`src/rtl/cec_rx_pkg.sv`:
```
`timescale 1ns/1ps
package cec_rx_pkg;
  // strobes from control to datapath, one cycle each
  typedef struct packed {
    logic shiftEn;     // capture a data bit
    logic hdrBlk;      // current block is a header
    logic latchHdr;    // store header match/accept result
    logic loadByte;    // deliver shift register to rxByte
    logic clearFrame;  // forget frame match/accept
  } dpCtrl_t;
endpackage

```
`src/rtl/cec_rx_datapath.sv`:
```
`timescale 1ns/1ps
module cec_rx_datapath
  import cec_rx_pkg::*;
#(
  parameter int BYTE_W = 8,
  parameter int ADDR_W = 4
) (
  input  logic              clk,
  input  logic              rstN,
  input  logic              enable,
  input  logic              bitValue,
  input  dpCtrl_t           ctl,
  input  logic [ADDR_W-1:0] myAddr,
  input  logic              recvOthers,
  input  logic              ackDataEn,
  input  logic              byteRead,
  output logic              ackWanted,
  output logic              hdrAccept,
  output logic              frameAccept,
  output logic              unread,
  output logic [BYTE_W-1:0] rxByte
);
  logic [BYTE_W-1:0] shiftReg;
  logic [ADDR_W-1:0] dest;
  logic              destHit, destBcast, frameHit;

  assign dest      = shiftReg[ADDR_W-1:0];
  assign destHit   = (dest == myAddr);
  assign destBcast = &dest;
  assign hdrAccept = destHit | destBcast | recvOthers;
  assign ackWanted = ctl.hdrBlk ? destHit : (frameHit & ackDataEn);

  always_ff @(posedge clk or negedge rstN) begin
    if (!rstN) begin
      shiftReg    <= '0;
      rxByte      <= '0;
      frameHit    <= 1'b0;
      frameAccept <= 1'b0;
      unread      <= 1'b0;
    end else if (!enable) begin
      shiftReg    <= '0;
      frameHit    <= 1'b0;
      frameAccept <= 1'b0;
      unread      <= 1'b0;
    end else begin
      if (ctl.shiftEn) shiftReg <= {shiftReg[BYTE_W-2:0], bitValue};
      if (ctl.clearFrame) begin
        frameHit    <= 1'b0;
        frameAccept <= 1'b0;
      end else if (ctl.latchHdr) begin
        frameHit    <= destHit;
        frameAccept <= hdrAccept;
      end
      if (ctl.loadByte) begin
        rxByte <= shiftReg;
        unread <= 1'b1;
      end else if (byteRead) begin
        unread <= 1'b0;
      end
    end
  end
endmodule

```
`src/rtl/cec_rx_ctrl.sv`:
```
`timescale 1ns/1ps
module cec_rx_ctrl
  import cec_rx_pkg::*;
#(
  parameter int BYTE_W     = 8,
  parameter int ERR_W      = 2,
  parameter int BIT_CYCLES = 16
) (
  input  logic             clk,
  input  logic             rstN,
  input  logic             enable,
  input  logic             bitValid,
  input  logic             bitValue,
  input  logic [ERR_W-1:0] errFlags,
  input  logic             errHold,
  input  logic [1:0]       toutSel,
  input  logic             ackWanted,
  input  logic             hdrAccept,
  input  logic             frameAccept,
  input  logic             unread,
  output dpCtrl_t          ctl,
  output logic             ackDrive,
  output logic             rxStrobe,
  output logic             rxEom,
  output logic             intEnd,
  output logic             intErr,
  output logic             intTimeout,
  output logic             idle
);
  localparam int BLK_LEN = BYTE_W + 2;
  localparam int CNT_W   = $clog2(BLK_LEN);
  localparam int TW      = $clog2(3 * BIT_CYCLES + 1);
  localparam logic [CNT_W-1:0] EOM_IDX = CNT_W'(BYTE_W);
  localparam logic [CNT_W-1:0] ACK_IDX = CNT_W'(BYTE_W + 1);

  logic [CNT_W-1:0] bitCnt;
  logic [TW-1:0]    toutCnt, toutLimit;
  logic [1:0]       toutEff;
  logic expectHdr, errPending, eomReg;
  logic errNow, abortErr, holdFail, atData, atEom, atAck, accNow, busy, toutHit, deliver;

  assign errNow   = |errFlags;
  assign abortErr = errNow & ~errHold;
  assign holdFail = errHold & (errPending | errNow);
  assign atData   = bitValid & (bitCnt < EOM_IDX);
  assign atEom    = bitValid & (bitCnt == EOM_IDX);
  assign atAck    = bitValid & (bitCnt == ACK_IDX);
  assign accNow   = expectHdr ? hdrAccept : frameAccept;
  assign busy     = (bitCnt != '0);
  assign toutEff  = (toutSel == 2'd0) ? 2'd1 : toutSel;
  assign toutLimit = TW'(32'(toutEff) * BIT_CYCLES);
  assign toutHit  = errHold & busy & ~bitValid & (toutCnt == toutLimit - TW'(1));
  assign deliver  = atAck & accNow & ~holdFail & ~abortErr;
  assign idle     = expectHdr & ~busy;

  always_comb begin
    ctl            = '0;
    ctl.hdrBlk     = expectHdr;
    ctl.shiftEn    = enable & atData & ~abortErr;
    ctl.latchHdr   = enable & atAck & expectHdr & ~abortErr;
    ctl.loadByte   = enable & deliver;
    ctl.clearFrame = enable & (abortErr | toutHit | (atAck & (holdFail | eomReg)));
  end

  always_ff @(posedge clk or negedge rstN) begin
    if (!rstN) begin
      bitCnt <= '0; toutCnt <= '0; expectHdr <= 1'b1; errPending <= 1'b0; eomReg <= 1'b0;
      ackDrive <= 1'b0; rxStrobe <= 1'b0; rxEom <= 1'b0;
      intEnd <= 1'b0; intErr <= 1'b0; intTimeout <= 1'b0;
    end else if (!enable) begin
      bitCnt <= '0; toutCnt <= '0; expectHdr <= 1'b1; errPending <= 1'b0; eomReg <= 1'b0;
      ackDrive <= 1'b0; rxStrobe <= 1'b0;
      intEnd <= 1'b0; intErr <= 1'b0; intTimeout <= 1'b0;
    end else begin
      rxStrobe <= 1'b0; intEnd <= 1'b0; intErr <= 1'b0; intTimeout <= 1'b0;
      if (abortErr || toutHit) begin
        intErr     <= abortErr;
        intTimeout <= ~abortErr;
        bitCnt     <= '0;
        toutCnt    <= '0;
        expectHdr  <= 1'b1;
        errPending <= 1'b0;
        ackDrive   <= 1'b0;
      end else begin
        if (errHold && errNow) errPending <= 1'b1;
        if (bitValid) begin
          toutCnt <= '0;
          bitCnt  <= atAck ? '0 : bitCnt + CNT_W'(1);
          if (atEom) begin
            eomReg   <= bitValue;
            ackDrive <= ackWanted ^ holdFail;
          end
          if (atAck) begin
            ackDrive   <= 1'b0;
            errPending <= 1'b0;
            if (holdFail) begin
              intErr    <= 1'b1;
              expectHdr <= 1'b1;
            end else begin
              expectHdr <= eomReg;
              if (accNow) begin
                rxStrobe <= 1'b1;
                rxEom    <= eomReg;
                intEnd   <= eomReg;
                intErr   <= unread;
              end
            end
          end
        end else if (busy && errHold) begin
          toutCnt <= toutCnt + TW'(1);
        end
      end
    end
  end
endmodule

```
`src/rtl/cec_rx.sv`:
```
`timescale 1ns/1ps
module cec_rx
  import cec_rx_pkg::*;
#(
  parameter int BYTE_W     = 8,
  parameter int ADDR_W     = 4,
  parameter int ERR_W      = 2,
  parameter int BIT_CYCLES = 16
) (
  input  logic              clk,
  input  logic              rstN,
  input  logic              enable,
  input  logic              bitValid,
  input  logic              bitValue,
  input  logic [ERR_W-1:0]  errFlags,
  input  logic [ADDR_W-1:0] myAddr,
  input  logic              ackDataEn,
  input  logic              recvOthers,
  input  logic              errHold,
  input  logic [1:0]        toutSel,
  input  logic              byteRead,
  output logic              ackDrive,
  output logic [BYTE_W-1:0] rxByte,
  output logic              rxEom,
  output logic              rxStrobe,
  output logic              intEnd,
  output logic              intErr,
  output logic              intTimeout,
  output logic              idle
);
  dpCtrl_t ctl;
  logic ackWanted, hdrAccept, frameAccept, unread;

  cec_rx_ctrl #(.BYTE_W(BYTE_W), .ERR_W(ERR_W), .BIT_CYCLES(BIT_CYCLES)) u_ctrl (
    .clk(clk), .rstN(rstN), .enable(enable), .bitValid(bitValid), .bitValue(bitValue),
    .errFlags(errFlags), .errHold(errHold), .toutSel(toutSel),
    .ackWanted(ackWanted), .hdrAccept(hdrAccept), .frameAccept(frameAccept), .unread(unread),
    .ctl(ctl), .ackDrive(ackDrive), .rxStrobe(rxStrobe), .rxEom(rxEom),
    .intEnd(intEnd), .intErr(intErr), .intTimeout(intTimeout), .idle(idle)
  );

  cec_rx_datapath #(.BYTE_W(BYTE_W), .ADDR_W(ADDR_W)) u_dp (
    .clk(clk), .rstN(rstN), .enable(enable), .bitValue(bitValue), .ctl(ctl),
    .myAddr(myAddr), .recvOthers(recvOthers), .ackDataEn(ackDataEn), .byteRead(byteRead),
    .ackWanted(ackWanted), .hdrAccept(hdrAccept), .frameAccept(frameAccept),
    .unread(unread), .rxByte(rxByte)
  );
endmodule

```
`config.mk`:
```
export PLATFORM = sky130hd
export DESIGN_NAME = cec_rx
export DESIGN_NICKNAME = d
export VERILOG_FILES = /design/src/rtl/cec_rx_pkg.sv /design/src/rtl/cec_rx_datapath.sv /design/src/rtl/cec_rx_ctrl.sv /design/src/rtl/cec_rx.sv
export SDC_FILE = /design/constraint.sdc
export NUM_CORES = 1
export LEC_CHECK = 0
export BUFFER_PORTS_ARGS = -buffer_cell sky130_fd_sc_hd__buf_4
export CAP_MARGIN = 20
export CORE_MARGIN = 10
export CORE_UTILIZATION = 30
export CTS_BUF_LIST = sky130_fd_sc_hd__clkbuf_4 sky130_fd_sc_hd__clkbuf_8
export CTS_CLUSTER_DIAMETER = 100
export DETAILED_ROUTE_END_ITERATION = 10
export HOLD_SLACK_MARGIN = 0.05
export RECOVER_POWER = 100
export SYNTH_ARGS = -nofsm -noshare
export SYNTH_HDL_FRONTEND = slang
export SYNTH_SLANG_ARGS = --single-unit
```
`constraint.sdc`:
```
create_clock -name clk -period 2.47 [get_ports clk]
set_input_delay 0.1235 -clock clk [delete_from_list [all_inputs] [get_ports clk]]
set_output_delay 0.1235 -clock clk [all_outputs]
set_load 0.005 [all_outputs]
```
== Word-level counts from Yosys, hierarchy flattened ==
Cells that the tools add are included.

* Output and inout bits: 15
* Bits of input ports: 17
* Bits in registers: 38
* Word-level logic and storage cells: 141

* Magnitude comparators: 1
* Add/subtract/negate cells: 3
* Reductions and logical operators: 12
* Muxes and demuxes: 61
* Bitwise logic cells: 34
* Equality and inequality tests: 14

{| class="wikitable"
|+ Operators with widths
! cell !! count
|-
| 1-bit 2-to-1 mux || 50
|-
| 6-bit 2-to-1 mux || 4
|-
| 1-bit AND || 21
|-
| 4-bit 2-to-1 mux || 4
|-
| 8-bit 2-to-1 mux || 2
|-
| 3-bit by 1-bit != test with 1-bit output (second input constant) || 4
|-
| 4-bit equality test (second input constant) || 2
|-
| 4-bit by 1-bit != test with 1-bit output (second input constant) || 2
|-
| 6-bit by 1-bit adder with 6-bit output (second input constant) || 1
|-
| 6-bit equality test || 1
|-
| 2-bit by 1-bit != test with 1-bit output (second input constant) || 3
|-
| 1-bit inverter || 6
|-
| 1-bit OR || 6
|-
| 2-bit AND reduction || 3
|-
| 6-bit AND reduction || 1
|-
| 6-bit by 1-bit subtractor with 6-bit output (second input constant) || 1
|-
| 4-bit by 1-bit adder with 4-bit output (second input constant) || 1
|-
| 4-bit equality test || 1
|-
| 4-bit less-than comparator (second input constant) || 1
|-
| 4-bit AND reduction || 1
|-
| 4-bit nonzero test || 1
|-
| 3-bit AND reduction || 1
|-
| 1-bit logical AND || 2
|-
| 2-bit zero test || 1
|-
| 5 further kinds || 5
|}

== Depth between registers and ports, before layout ==
Gate-level depths: netlist of run 1.

* Word-level depth: 10
* Mapped depth: 8
* Depth with buffers taken out: 7

== By module ==
From an unflattened synthesis of run 1, not the netlist that was laid out.

* Cell total of the unflattened synthesis: 170
* Area total of the unflattened synthesis: 1969.4 µm²

{| class="wikitable"
|+ By module, submodules not included
! module !! times used !! area each (µm²) !! sequential area each (µm²) !! cells each
|-
| cec_rx_ctrl || 1 || 1128.6 || 476.7 || 107
|-
| cec_rx_datapath || 1 || 840.8 || 475.5 || 63
|}

== Worst setup path after synthesis of run 1 ==
Ideal clock, no wire load.

* Path type: reg2reg
* Start: reg u_dp.shiftReg[1]
* End: reg u_dp.rxByte[0]
* Path buffers: 1
* Period minus slack after synthesis: 1.801 ns
* Data required time: 2.345 ns
* Cell stages (with the launch flop): 7
* Setup time: 0.125 ns
* Data arrival time: 1.675 ns
* Path slack: 0.669 ns
* Cells stage by stage: dfrtp_1 xor2_1 nor4_4 nand3b_1 and3_4 buf_12 mux2_4

* Cells in the longest elaborated chain, start to end: 9
* Elaborated cells between the ends (all ways): 10
* Classes of those cells: 1 x eq/ne; 1 x mux; 6 x bitwise; 2 x reduce/logical

{| class="wikitable"
|+ Ends and longest elaborated chain
! what !! line !! RTL
|-
| from (decl) || cec_rx_datapath.sv:23 || <nowiki>logic [BYTE_W-1:0] shiftReg;</nowiki>
|-
| from (signal assigned) || cec_rx_datapath.sv:46 || <nowiki>if (ctl.shiftEn) shiftReg <= {shiftReg[BYTE_W-2:0], bitValue};</nowiki>
|-
| 4-bit equality test or 4-bit AND reduction (tied branches) || cec_rx_datapath.sv:28, cec_rx_datapath.sv:29 ||
|-
| 1-bit OR (*) (2 in a row) || cec_rx_datapath.sv:30 || <nowiki>assign hdrAccept = destHit | destBcast | recvOthers;</nowiki>
|-
| 1-bit 2-to-1 mux (*) || cec_rx_ctrl.sv:48 || <nowiki>assign accNow = expectHdr ? hdrAccept : frameAccept;</nowiki>
|-
| 1-bit AND (*) (3 in a row) || cec_rx_ctrl.sv:53 || <nowiki>assign deliver = atAck & accNow & ~holdFail & ~abortErr;</nowiki>
|-
| 1-bit AND (*) || cec_rx_ctrl.sv:61 || <nowiki>ctl.loadByte = enable & deliver;</nowiki>
|-
| 2-bit AND reduction (no line) (*) || n/a ||
|-
| to (signal assigned) || cec_rx_datapath.sv:55 || <nowiki>rxByte <= shiftReg;</nowiki>
|-
| to (decl) || cec_rx_datapath.sv:21 || <nowiki>output logic [BYTE_W-1:0] rxByte</nowiki>
|}

Every way passes the cells marked *; elsewhere a longest branch is shown, timed or not.
A chain may end at the register's enable or synchronous reset.

== Worst setup path in the final report of run 1 ==
* Start: reg u_ctrl.bitCnt[0]
* End: reg u_ctrl.bitCnt[1]

* Cells in the longest elaborated chain, start to end: 7
* Elaborated cells between the ends (all ways): 13
* Classes of those cells: 1 x add/sub; 2 x eq/ne; 4 x mux; 4 x bitwise; 2 x reduce/logical

{| class="wikitable"
|+ Ends and longest elaborated chain
! what !! line !! RTL
|-
| from (decl) || cec_rx_ctrl.sv:36 || <nowiki>logic [CNT_W-1:0] bitCnt;</nowiki>
|-
| from (signal assigned) || cec_rx_ctrl.sv:88 || <nowiki>bitCnt <= atAck ? '0 : bitCnt + CNT_W'(1);</nowiki>
|-
| parallel branches: the longest is 7 deep, another holds 4-bit by 1-bit adder with 4-bit output || n/a ||
|}

Parallel ways; which one is timed is not known. The select of a mux whose other input is x is not followed.

==> metrics.md, run 1 <==
| Metric | Value |
|---|---|
| Detailed router's first-iteration violation count | `36` |
| # resized after CTS | `0` |
| Finished Cell Area | `around 2300 µm²` |
| Total track usage | `0.0886` |
| Max_slew headroom | `0.384` |
| Drt drc | `0` |
| Wire per inst | `14.2 µm` |
| Setup crit end kind | `flip-flop` |
| RR Endpoint | `u_ctrl.bitCnt[1]` |
| CTS root buf | `clkbuf_8` |
| Sinks on Clock Net | `38` |
| Setup_tns | `0 ns` |
| Later-pin clock latency in the skew report | `around 0.30 ns` |
| Antenna violations before repair | `0` |
| Yosys cell types | `42` |
| Crit Path Max Fanout | `8` |
| Skew final | `0.00655 ns` |
| Mean Syn Cell Area | `roughly 11 µm²` |
| Clock Pin Slew Worst Setup and Hold Paths | `~0.08 ns` |
| Layout area overhead | `19.2%` |
| Core Region | `between 6000 and 7000 µm²` |
| Fillers | `642` |
| Synth area leaders | `dfrtp_1 48%, mux2i_1 5.7%, mux2_4 5.5%` |
| Number of I/O pins | `32` |
| Routed via count | `between 1000 and 1500` |
| Worst R2R Path Depth | `7` |
| Yosys warns | `0` |
| Die W | `99.9 µm` |
| Seq cells post-synth | `38` |
| TritonRoute pass-1 iters | `4` |
| Crit path cell chain | `inv_1, ha_1, or3b_1, nand4_1, or3_1, nand3b_1, o21ai_0` |
| Worst EP arrival | `between 2 and 2.5 ns` |
| Worst Max-Slew Pin Slew | `0.924 ns` |
| Slowest CP cell | `or3b_1` |
| HP Start | `bitValue` |
| Largest net degree at the start of global routing | `39` |
| Area after DPL | `between 2000 and 2500 µm²` |
| Outcome | `finished, final reports clean` |
| Pwr Total | `between 0.001 and 0.0015 W` |
| WHS Path Cells | `3` |
| Hold Violations, Final | `0` |
| Std cell rows | `29` |
| Share of layout cells above drive strength 1 | `0.210` |
| Total CTS buffers | `5` |
| First-pass GRT wire length | `7.16 mm` |
| Leak pwr | `roughly 1.1 nW` |
| WS Path Type | `reg -> reg` |
| Pwr per Cell Area | `about 550 nW/µm²` |
| Number of cells produced by synthesis | `171` |
| CTS tree | `built` |
| Ant. Diodes | `0` |
| Busiest layer in global routing | `met2` |
| Crit path required time | `between 2 and 3 ns` |
| Min Tclk post-route | `2.11 ns` |
| Max Cap Viol | `0` |
| Area leader, netlist | `dfrtp_1` |
| Number of buffers added on ports | `31` |
| Post-synthesis compound-gate area fraction | `0.0594` |
| Class of the worst hold path | `in -> reg` |
| Vias in the first global route | `1431` |
| Synth Area in XOR/XNOR | `0.0548` |
| Mux contribution to synthesized area | `0.124` |
| Die Area | `between 9000 and 10000 µm²` |
| RSZ-0062 raised after global routing | `no` |
| Crit start category | `flip-flop` |
| CTS max path bufs | `2` |
| Met3 GRT Util | `0.0419` |
| Synth Area in Simple Gates | `0.205` |
| Reg2Reg Launch Point | `u_ctrl.bitCnt[0]` |
| VDD IR max | `approximately 0.39 mV` |
| Placer Congestion | `0.777` |
| Met1 Usage GRT | `0.114` |
| Final ANT Viol Nets | `0` |
| Most numerous cell in the Yosys netlist | `dfrtp_1` |
| Final setup vio count | `0` |
| Synthesized area | `about 1900 µm²` |
| CP peak stage delay | `about 0.44 ns` |
| Total Nets Final | `225` |
| Dpl hpwl | `between 2 and 3 mm` |
| Register area share after synthesis | `0.497` |
| Global-route met2 utilization | `0.126` |
| Gr ovfl total | `0` |
| Max Slew Vio Count | `0` |
| Area share of the largest cell type after synthesis | `0.483` |
| EDFF count, synth | `0` |
| Crit-path leading delay family | `simple AND/OR/NAND/NOR gates` |
| Final worst path period share | `0.854` |
| Cts hold-fix bufs | `1` |
| DR vias/cell | `just under 5` |
| Top_reg_cell synth | `dfrtp_1` |
| Commonest cells in the netlist | `37 x dfrtp_1, 15 x nor2_1, 12 x nor2b_1` |
| Starting Density | `0.305` |
| FF-to-FF setup slack | `about 0.36 ns` |
| H-tree levels | `2` |
| FFs w/ async S/R, synth | `1.00` |
| Largest family of logic cells by synthesized area | `simple AND/OR/NAND/NOR gates` |
| Highest clock rate | `approximately 470 MHz` |
| Buf+Inv Stages, Crit Path | `1` |
| Die Y | `~100 µm` |
| Synthesized Nets | `between 150 and 200` |
| Final WL | `roughly 4 mm` |
| # Post-CTS Setup Buffers | `0` |
| Synth Area in Adders | `0.0261` |
| Hold endpoint | `u_dp.shiftReg[0]` |
[worst reg2reg max path: cells and delay by family, from the launching register on]
family,cells,cell delay (ns)
compound gates,1,0.24
fa+ha+maj,1,0.19
buf+inv,1,0.10
flops,1,0.42
simple gates,4,1.08
[cells by family after synthesis]
logic type	count (synthesis)
AO/OA/AOI/OAI	18
XOR/XNOR	12
adder cells (fa/ha/maj)	4
buffers and inverters	12
flip-flops	38
multiplexers	20
AND/OR/NAND/NOR	67
[stage by stage]
step / util / instances / setup slack, ns / hold slack (ns)
3_3_place_gp: 0.352 / 273 / 0.478 / 0.123
5_1_grt: 0.364 / 282 / 0.203 / 0.111
2_1_floorplan: - / 171 / 0.669 / -0.172
6_report: 0.364 / 282 / 0.361 / 0.106
4_1_cts: 0.371 / 282 / 0.439 / 0.101
3_5_place_dp: 0.352 / 273 / 0.450 / 0.121
[worst max path at each step]
stage | cells past startpoint | slack [ns] | start | end
CTS | 7 | 0.44 | u_ctrl.bitCnt[1] | u_dp.rxByte[7]
detailed placement | 7 | 0.45 | u_ctrl.bitCnt[1] | u_dp.rxByte[7]
global placement | 7 | 0.48 | u_ctrl.bitCnt[1] | u_dp.rxByte[7]
floorplan | 6 | 0.67 | u_dp.shiftReg[1] | u_dp.rxByte[0]
finish | 7 | 0.36 | u_ctrl.bitCnt[0] | u_ctrl.bitCnt[1]
global route | 7 | 0.20 | u_ctrl.bitCnt[0] | u_ctrl.bitCnt[1]
[report_power, final]
group / switching, W / internal [W] / total, W / leakage [nW]
Sequential: 0.00000424 / 0.000626 / 0.000630 / 0.525
Clock: 0.000232 / 0.000300 / 0.000532 / 0.0504
Combinational: 0.0000560 / 0.0000438 / 0.0000998 / 0.534
Total: 0.000292 / 0.000970 / 0.00126 / 1.11
[flip-flops by register name, summed over array words and instances, names as in the netlist]
signal,cells
u_ctrl.intErr,1
u_dp.unread,1
u_ctrl.expectHdr,1
u_ctrl.rxStrobe,1
u_ctrl.toutCnt,6
u_dp.frameHit,1
u_dp.rxByte,8
u_ctrl.intEnd,1
u_ctrl.ackDrive,1
u_ctrl.rxEom,1
u_ctrl.errPending,1
u_dp.shiftReg,8
u_ctrl.bitCnt,4
u_ctrl.eomReg,1
u_ctrl.intTimeout,1
u_dp.frameAccept,1
[per-layer routing]
metal	vias up	routed length [µm]
met4	0	31
li1	662	-
met3	5	250
met5	-	0
met1	658	1910
met2	35	1820
[placed cells by master, fill, tap and decap left out, types with 2 or more instances in the layout]
master       n
dfrtp_1     37
buf_4       16
nor2_1      15
nor2b_1     12
clkbuf_4    12
nand2_1     11
mux2i_1     11
xor2_1       8
mux2_1       7
inv_1        5
o21ai_0      5
clkbuf_8     5
nor3_1       4
nand4_1      4
nand3_1      4
xnor2_1      4
ha_1         4
a21oi_1      3
nand3b_1     3
clkbuf_1     3
and4b_1      2
a31oi_1      2
nand2b_1     2
mux2_2       2
clkinvlp_4   2
[layout make-up]
cell class                 count  area (µm²)  share of cell area
timing repair buffer          33         236               0.104
clock inverter                 3        45.0              0.0197
clock buffer                   5        68.8              0.0301
multi-input combinational    121         867               0.380
sequential                    38         952               0.417
inverter                       5        18.8             0.00821
tap                           77        96.3              0.0422
Power figures use the tool's default switching activity.
==> run 2: changes to the inputs <==
- REMOVE_ABC_BUFFERS: not set -> 1
==> metrics.md, run 2 (synthesized netlist as in run 1, its figures left out) <==
| Metric | Value |
|---|---|
| Layout area overhead | `19.6%` |
| Crit path cell chain | `inv_1, ha_1, or3b_1, nand4_1, or3_1, nand3b_1, o21ai_0` |
| # resized after CTS | `0` |
| Final worst path period share | `0.859` |
| Logic gate share of total power | `0.071` |
| Leak pwr | `roughly 1.1 nW` |
| Sinks on Clock Net | `38` |
| Worst Max-Slew Pin Slew | `~0.94 ns` |
| Clock power share | `0.468` |
| Starting Density | `0.305` |
| Routed wl met3 | `197 µm` |
| TritonRoute pass-1 iters | `4` |
| DP Worst Slack | `0.481 ns` |
| CTS root buf | `clkbuf_8` |
| WS Path Type | `reg -> reg` |
| CP peak stage delay | `about 0.43 ns` |
| Max Slew Vio Count | `0` |
| Outcome | `finished, final reports clean` |
| Routed via count | `1318` |
| Clock Pin Slew Worst Setup and Hold Paths | `approximately 0.08 ns` |
| Class of the worst hold path | `in -> reg` |
| Internal Power | `approximately 0.0011 W` |
| Highest clock rate | `around 470 MHz` |
| Antenna violations before repair | `0` |
| Skew final | `approximately 0.010 ns` |
| Max layer used | `met4` |
| CTS tree | `built` |
| Worst setup margin | `0.347 ns` |
| Number of buffers added on ports | `31` |
| Core Region | `6280 µm²` |
| Crit-path leading delay family | `simple AND/OR/NAND/NOR gates` |
| Sequential Power Share | `0.461` |
| VDD IR max | `slightly above 0.3 mV` |
| Hold Violations, Final | `0` |
| Dpl hpwl | `2.99 mm` |
| Crit Path Max Fanout | `8` |
| RSZ-0062 raised after global routing | `no` |
| Share of layout cells above drive strength 1 | `0.196` |
| Vias in the first global route | `~1400` |
| Largest regs | `u_dp.rxByte (8), u_dp.shiftReg (8), u_ctrl.toutCnt (6)` |
| Std cell rows | `29` |
| Final Hold Slack | `about 0.11 ns` |
| Detailed router's first-iteration violation count | `between 70 and 80` |
| Drt drc | `0` |
| Highest-count cells in the layout ignoring fill and taps | `37 x dfrtp_1, 15 x nor2_1, 14 x buf_4` |
| CTS max path bufs | `2` |
| Number of I/O pins | `32` |
| Fillers | `634` |
| Met1 WL | `1.90 mm` |
| Ant. Diodes | `0` |
| Final ANT Viol Nets | `0` |
| Net Sw Power | `a little under 0.0003 W` |
| Max Cap Viol | `0` |
| Commonest non-fill, non-tap cell in the layout | `dfrtp_1` |
| Total Nets Final | `approximately 220` |
| Crit path required time | `2.67 ns` |
| H-tree levels | `2` |
| DR vias/cell | `between 4 and 5` |
| Total track usage | `0.0857` |
| Wire per inst | `roughly 14 µm` |
| Setup_tns | `0 ns` |
| Setup crit end kind | `flip-flop` |
| Core Util, Final | `0.365` |
| Max_slew headroom | `0.375` |
| Worst EP arrival | `about 2.3 ns` |
| Later-pin clock latency in the skew report | `0.29 ns` |
| Total CTS buffers | `5` |
| Die Area | `9990 µm²` |
| First-pass GRT wire length | `7.04 mm` |
| Die W | `around 100 µm` |
| Pwr per Cell Area | `between 500 and 600 nW/µm²` |
| Crit start category | `flip-flop` |
| Placer Congestion | `just over 0.8` |
| Sw frac | `0.216` |
| Buf+Inv Stages, Crit Path | `1` |
| Gr ovfl total | `0` |
| Final setup vio count | `0` |
| Slowest CP cell | `or3b_1` |
| Min Tclk post-route | `between 2 and 2.5 ns` |
| Die Y | `roughly 100 µm` |
| Routed wl met2 | `1.92 mm` |
| Largest net degree at the start of global routing | `39` |
| Final WL | `4.06 mm` |
==> run 2: metrics by stage <==
step	total power, W	area, µm²	cells
6_report	0.00137	2290	281
5_1_grt	0.00143	2290	281
3_3_place_gp	0.000743	2200	272
4_1_cts	0.00139	2350	281
3_5_place_dp	0.000744	2200	272
2_1_floorplan	0.000689	1870	164
==> run 2: path summary, 6_finish.rpt <==
check                                      start          endpoint  slack, ns  cells past startpoint
worst min-delay path                    bitValue     u_ctrl.eomReg       0.11                      3
min in group asynchronous                   rstN    u_dp.rxByte[5]       0.50                      2
worst max register to register  u_ctrl.bitCnt[0]  u_ctrl.bitCnt[1]       0.35                      7
max in group asynchronous                   rstN  u_dp.shiftReg[1]       1.39                      2
worst max-delay path            u_ctrl.bitCnt[0]  u_ctrl.bitCnt[1]       0.35                      7
worst min register to register    u_dp.rxByte[4]    u_dp.rxByte[4]       0.51                      1
==> run 2: power by group through the flow <==
stage | Combinational, W | Clock [W] | Sequential, W
after floorplan | 0.0000468 | 0 | 0.000642
after global placement | 0.000101 | 0 | 0.000642
final | 0.0000973 | 0.000640 | 0.000630
after detailed placement | 0.000102 | 0 | 0.000643
after global routing | 0.000109 | 0.000691 | 0.000631
after CTS | 0.000104 | 0.000655 | 0.000630
==> run 2: layer usage <==
layer	global-route usage	vias to the layer above
met5	0	-
met4	0.0287	0
met3	0.0295	7
met2	0.130	24
met1	0.111	634
li1	-	653
==> run 2: area by class of cell <==
| class | count | area (µm²) | share of cell area |
|---|---|---|---|
| well taps | 77 | 96.3 | 0.0420 |
| multi-input cells | 121 | 867 | 0.378 |
| flip-flops and latches | 38 | 952 | 0.415 |
| inverters | 5 | 18.8 | 0.00818 |
| clock buffers | 5 | 68.8 | 0.0300 |
| clock inverters | 3 | 68.8 | 0.0300 |
| repair buffers | 32 | 221 | 0.0966 |
==> run 2: timing repair <==
item,in CTS,in global routing
hold buffers,1,0
hold endpoints to repair,37,0
buffers inserted,0,0
==> run 2: worst reg2reg max path, delay by kind of cell, from the launching register on <==
family	cells	cell delay, ns
buf+inv	1	0.11
flops	1	0.42
fa+ha+maj	1	0.20
compound gates	1	0.26
simple gates	4	1.05
